$ cat src/rtl/rpl_pkg.sv
// Package: shared types for the rotational position latency timer.
// Assumes: nothing beyond IEEE 1800-2017.
package rpl_pkg;
    // State of the wait engine
    typedef enum logic [0:0] {
        ENG_IDLE = 1'b0,
        ENG_WAIT = 1'b1
    } eng_state_e;
endpackage

$ cat src/rtl/rpl_slot_divider.sv
// Module: rpl_slot_divider
// Divides the clock into word slots. It emits one tick every period_i cycles.
// Assumes: period_i is non-zero. A zero is treated as one so the counter can
// never stall. If period_i is lowered mid-slot, the tick comes at once.
module rpl_slot_divider #(
    parameter int PERIOD_W = 16
) (
    input  logic                clk,
    input  logic                rst_n,
    input  logic [PERIOD_W-1:0] period_i,
    output logic                tick_o
);
    logic [PERIOD_W-1:0] cnt_q;
    logic [PERIOD_W-1:0] last_cnt;

    // Last count value of a slot
    always_comb begin
        last_cnt = (period_i == '0) ? '0 : period_i - PERIOD_W'(1);
    end

    assign tick_o = (cnt_q >= last_cnt);

    // Cycle counter within the current word slot
    always_ff @(posedge clk) begin
        if (!rst_n) begin
            cnt_q <= '0;
        end else if (tick_o) begin
            cnt_q <= '0;
        end else begin
            cnt_q <= cnt_q + PERIOD_W'(1);
        end
    end

    AST_PERIOD_NONZERO: assert property (@(posedge clk) disable iff (!rst_n)
        period_i != '0);
    AST_SINGLE_TICK_P1: assert property (@(posedge clk) disable iff (!rst_n)
        (period_i == PERIOD_W'(1)) |-> tick_o);
endmodule

$ cat src/rtl/rpl_position_counter.sv
// Module: rpl_position_counter
// Holds the angular word position. It steps by one on each slot tick and
// wraps modulo 2**POS_W.
// Assumes: the words per track is a power of two, so the wrap is the natural
// overflow of the register. There is no write path to the position.
module rpl_position_counter #(
    parameter int POS_W = 11
) (
    input  logic             clk,
    input  logic             rst_n,
    input  logic             tick_i,
    output logic [POS_W-1:0] pos_o
);
    logic [POS_W-1:0] pos_q;

    // Advance the position one word per slot tick
    always_ff @(posedge clk) begin
        if (!rst_n) begin
            pos_q <= '0;
        end else if (tick_i) begin
            pos_q <= pos_q + POS_W'(1);
        end
    end

    assign pos_o = pos_q;

    AST_POS_STEP: assert property (@(posedge clk) disable iff (!rst_n)
        tick_i |=> pos_o == $past(pos_o) + POS_W'(1));
    AST_POS_HOLD: assert property (@(posedge clk) disable iff (!rst_n)
        !tick_i |=> $stable(pos_o));
endmodule

$ cat src/rtl/rpl_wait_engine.sv
// Module: rpl_wait_engine
// Accepts a start request, measures the wrapped distance from the position
// after the current edge to the target word, and counts slot ticks down to
// it. It raises done for one cycle on the tick at which the target passes
// under the heads.
// Assumes: ADDR_W >= POS_W. Starts that arrive while a wait is pending are
// dropped.
module rpl_wait_engine
    import rpl_pkg::*;
#(
    parameter int POS_W  = 11,
    parameter int ADDR_W = 16
) (
    input  logic              clk,
    input  logic              rst_n,
    input  logic              tick_i,
    input  logic [POS_W-1:0]  pos_i,
    input  logic              start_i,
    input  logic [ADDR_W-1:0] target_i,
    output logic              busy_o,
    output logic              done_o
);
    eng_state_e       state_q;
    logic [POS_W-1:0] slots_q;
    logic [POS_W-1:0] tgt_q;
    logic [POS_W-1:0] pos_eff;
    logic [POS_W-1:0] delta;

    // Position as it will stand after this edge, and the wrapped distance to it
    always_comb begin
        pos_eff = tick_i ? pos_i + POS_W'(1) : pos_i;
        delta   = target_i[POS_W-1:0] - pos_eff;
    end

    // Accept a start when idle, then count slots down to the target
    always_ff @(posedge clk) begin
        if (!rst_n) begin
            state_q <= ENG_IDLE;
            slots_q <= '0;
            tgt_q   <= '0;
        end else begin
            case (state_q)
                ENG_IDLE: begin
                    if (start_i) begin
                        state_q <= ENG_WAIT;
                        slots_q <= delta;
                        tgt_q   <= target_i[POS_W-1:0];
                    end
                end
                default: begin
                    if (tick_i) begin
                        if (slots_q == '0) begin
                            state_q <= ENG_IDLE;
                        end else begin
                            slots_q <= slots_q - POS_W'(1);
                        end
                    end
                end
            endcase
        end
    end

    assign busy_o = (state_q == ENG_WAIT);
    assign done_o = busy_o && tick_i && (slots_q == '0);

    AST_ACCEPT_IDLE: assert property (@(posedge clk) disable iff (!rst_n)
        (!busy_o && start_i) |=> busy_o);
    AST_DONE_AT_TARGET: assert property (@(posedge clk) disable iff (!rst_n)
        done_o |-> (pos_i == tgt_q));
    AST_DONE_ONE_CYCLE: assert property (@(posedge clk) disable iff (!rst_n)
        done_o |=> (!done_o && !busy_o));
    AST_BUSY_START_IGNORED: assert property (@(posedge clk) disable iff (!rst_n)
        (busy_o && start_i) |=> $stable(tgt_q));
    AST_RESET_CLEARS: assert property (@(posedge clk)
        !rst_n |=> !busy_o);
endmodule

$ cat src/rtl/rot_latency_timer.sv
// Module: rot_latency_timer (top)
// Rotational position latency timer: a slot divider, a word-position counter
// and a wait engine that strobes done when a requested word comes round.
// Assumes: WORDS_PER_TRACK is a power of two, and period_i stays non-zero.
module rot_latency_timer #(
    parameter int WORDS_PER_TRACK = 2048,
    parameter int PERIOD_W        = 16,
    parameter int ADDR_W          = 16,
    localparam int POS_W          = $clog2(WORDS_PER_TRACK)
) (
    input  logic                clk,
    input  logic                rst_n,
    input  logic [PERIOD_W-1:0] period_i,
    input  logic                start_i,
    input  logic [ADDR_W-1:0]   target_i,
    output logic [POS_W-1:0]    pos_o,
    output logic                slot_tick_o,
    output logic                busy_o,
    output logic                done_o
);
    logic tick;

    rpl_slot_divider #(.PERIOD_W(PERIOD_W)) u_div (
        .clk      (clk),
        .rst_n    (rst_n),
        .period_i (period_i),
        .tick_o   (tick)
    );

    rpl_position_counter #(.POS_W(POS_W)) u_pos (
        .clk    (clk),
        .rst_n  (rst_n),
        .tick_i (tick),
        .pos_o  (pos_o)
    );

    rpl_wait_engine #(.POS_W(POS_W), .ADDR_W(ADDR_W)) u_wait (
        .clk      (clk),
        .rst_n    (rst_n),
        .tick_i   (tick),
        .pos_i    (pos_o),
        .start_i  (start_i),
        .target_i (target_i),
        .busy_o   (busy_o),
        .done_o   (done_o)
    );

    assign slot_tick_o = tick;

    AST_TRACK_POW2: assert property (@(posedge clk)
        (1 << POS_W) == WORDS_PER_TRACK);
endmodule

$ cat config.mk
export PLATFORM = sky130hd
export DESIGN_NAME = rot_latency_timer
export DESIGN_NICKNAME = d
export VERILOG_FILES = /design/src/rtl/rpl_pkg.sv /design/src/rtl/rpl_slot_divider.sv /design/src/rtl/rpl_position_counter.sv /design/src/rtl/rpl_wait_engine.sv /design/src/rtl/rot_latency_timer.sv
export SDC_FILE = /design/constraint.sdc
export NUM_CORES = 1
export LEC_CHECK = 0
export BUFFER_PORTS_ARGS = -buffer_cell sky130_fd_sc_hd__buf_2
export CAP_MARGIN = 0
export CORE_MARGIN = 4
export CORE_UTILIZATION = 55
export CTS_CLUSTER_DIAMETER = 30
export DETAILED_ROUTE_END_ITERATION = 10
export GPL_ROUTABILITY_DRIVEN = 1
export PLACE_DENSITY = 0.77
export SETUP_SLACK_MARGIN = 0.1
export SYNTH_ARGS = -nofsm -noshare
export SYNTH_HDL_FRONTEND = slang
export SYNTH_HIERARCHICAL = 1
export SYNTH_SLANG_ARGS = --single-unit
export TNS_END_PERCENT = 50
$ cat constraint.sdc
create_clock -name clk -period 7.69 [get_ports clk]
set_input_delay 1.538 -clock clk [delete_from_list [all_inputs] [get_ports clk]]
set_output_delay 1.538 -clock clk [all_outputs]
set_load 0.005 [all_outputs]
==> results.toml <==
[status]
status = "complete, no violations"

[routing]
wl_met1_um = 3530
wire_per_inst_um = 13.9
vias = 3083
viasPerCell = 5.85
ant_nets = 0
firstDrtPassIters = 4
wl_um = 7330
drcViolationCount = 0
dr.first_iter.drc_count = 194
route.met2.wl_um = 3550
wl_met3_um = 201
dr.max_layer_used = "met4"

[setup_path]
start_kind = "primary input"
slowest_stage = "nand2_1"
crit_fanout = 17
cp_cell_sequence = "buf_2 > or3_1 > nor2_1 > nand3_1 > nand2b_1 > ha_1 > nor2b_1 > o211a_1 > a2111oi_4 > or2_2 > nand2_1 > nand2_1 > nor2_1 > buf_2"
crit_type = "primary input to primary output"
crit_path_end_kind = "primary output"
cp.arrival_ns = 4.88
cp.buffers_inverters = 2
crit_required_ns = 6.15
critPathTopFamily = "simple AND/OR/NAND/NOR gates"
max_stage_delay_ns = 0.43

[synth]
yosys.area_share.simple_pct = 27.1
synth-seq-cells = 39
synth_mux_area_share_pct = 1.20
synth_top_family_by_area = "simple AND/OR/NAND/NOR gates"
synthAdderAreaFrac_pct = 12.6
synth.cell_area_um2 = 3340
ys_types = 64
syn_nets = 480
yosysSeqAreaShare_pct = 23.4
syn_inst = 412
synth-compound-area-share_pct = 19.7
synthArstFlopShare_pct = 0
ys_warn_count = 6
synth_xor_area_share_pct = 11.8
syn_area_per_cell_um2 = 8.11
synthFlopType = "dfxtp_1"
synth_edf_count = 0

[power_and_ir_drop]
p_per_area_nw_per_um2 = 123
p_leak_uw = 0.00153
p_total_uw = 451
vdd_drop_max_mv = 0.106

[global_routing]
grt_start_max_net_pins = 20
grt_pass1_vias = 3002
grt_usage_pct = 20.9
grt_antenna_before_repair = 0
grt_overflow_total = 0
grt_first_pass_wirelength_um = 13000

[sta]
tightest_slew_ns = 0.737
rsz0062_at_grt = "no"
tns_ns = 0
slew_viol_final = 0
finalHoldViolCount = 0
timing.slew.headroom_pct = 50.7
setup-violations-final = 0
fin_skew_ns = 0.00856
fmax_ghz = 0.156
fin_crit_ns = 6.42
fin_crit_sh_pct = 83.5
fin_hold_ws_ns = 0.480

[clock_tree]
post_cts_resized = 0
cts_tree = "yes"
clk_pin_slew_ns = 0.07
clockRootBuffer = "clkbuf_8"
cts_sinks = 39
cts_buffer_depth = 2
numCtsBuffers = 5
clkLatencyLatePin_ns = 0.29
htree_levels = 2
post-cts-setup-buffers = 0
cts-hold-fix-buffers = 0

[place]
place_hpwl_um = 5760
io_buffers = 43
gp_congestion = 0.816

[floorplan]
core_um2 = 5920
die-area_um2 = 7390
initial_core_util_pct = 56.4
die_h_um = 86.0
fp.dieW_um = 86.0
rows = 28
ios = 49

[cells_and_area]
fin_nets = 519
final_core_util_pct = 61.9
diodes = 0
fillCellCount = 560
area_growth_syn_to_layout_pct = 9.62
multi_input_area_um2 = 2420
drive_gt1_share_pct = 14.8
final_cell_mix = "46 x nand2_1, 43 x buf_2, 42 x nor2_1"
layout_commonest_cell = "nand2_1"
seq_area_um2 = 781

[flow_run]
cap_viol_max_count = 0

[worst_hold_path]
hold_path.class = "register to register"
-- metrics by stage --
step | setup slack, ns | cells | instance area, um^2
after floorplan | 2.10 | 412 | 3340
after global routing | 0.911 | 527 | 3660
final | 1.27 | 527 | 3660
after detailed placement | 1.05 | 519 | 3580
after CTS | 1.27 | 527 | 3660
after global placement | 1.14 | 519 | 3580
-- synthesized netlist by cell type (all sizes together) (2+ instances only) --
library cell  count  area, um^2
nand2            46         173
nor2             44         170
dfxtp            39         781
ha               32         400
xor2             24         210
xnor2            21         184
inv              18        67.6
a21oi            17        96.4
o21ai            16        83.8
nor3             14        81.3
nand3            13        65.1
nand4            11        90.1
nor4              9        56.3
o31ai             9        67.6
buf               7        53.8
or4               7        63.8
or3               6        42.5
nor2b             5        31.3
o211ai            5        37.5
a211oi            4        30.0
a21boi            4        30.0
a21o              4        31.3
a31oi             4        25.0
and4              4        35.0
clkbuf            4        15.0
mux2i             4        40.0
nand2b            3        18.8
o211a             3        30.0
o21bai            3        22.5
a2111oi           2        42.5
and2              2        12.5
and3              2        12.5
and4b             2        20.0
clkinv            2        7.51
nor4b             2        17.5
o221ai            2        17.5
o22ai             2        12.5
-- worst min-delay path, stage by stage, from the launching register on --
cell	delay, ns
dfxtp_1	0.31
nand4_1	0.06
o21ai_0	0.07
-- cell families (layout without fill, tap and decap cells) --
family / after synthesis / in the layout
simple gates: 172 / 172
compound gates: 88 / 88
xor+xnor: 45 / 45
flops: 39 / 39
fa+ha+maj: 33 / 33
buf+inv: 31 / 71
mux: 4 / 4
-- final cells by class --
type	count	area share (%)
tap	75	2.56
clock inverter	1	0.137
sequential	39	21.3
timing repair buffer	43	5.87
inverter	20	2.05
multi-input combinational	342	66.0
clock buffer	7	2.08
-- flip-flops by register name, indices dropped and copies added (netlist names) --
| signal | count |
|---|---|
| u_div/cnt_q | 16 |
| u_pos/pos_o | 11 |
| u_wait/slots_q | 11 |
| u_wait/busy_o | 1 |
-- routing by layer --
metal	track usage, %	up-vias
met2	35.5	36
met4	4.46	0
met3	3.84	8
li1	-	1584
met5	0	-
met1	27.4	1455
-- worst paths after layout --
path / from / to / slack (ns) / depth (start not counted)
worst min-delay path: u_wait/slots_q[10] / u_wait/slots_q[10] / 0.48 / 2
worst max register to register: u_div/cnt_q[1] / u_wait/slots_q[8] / 3.54 / 15
worst min register to register: u_wait/slots_q[10] / u_wait/slots_q[10] / 0.48 / 2
worst max-delay path: period_i[13] / done_o / 1.27 / 14
-- power breakdown --
part | total (uW) | internal (uW) | switching, uW
Combinational | 101 | 45.2 | 55.4
Clock | 132 | 63.7 | 68.1
Sequential | 219 | 209 | 9.70
(Power assumes the default switching activity.)
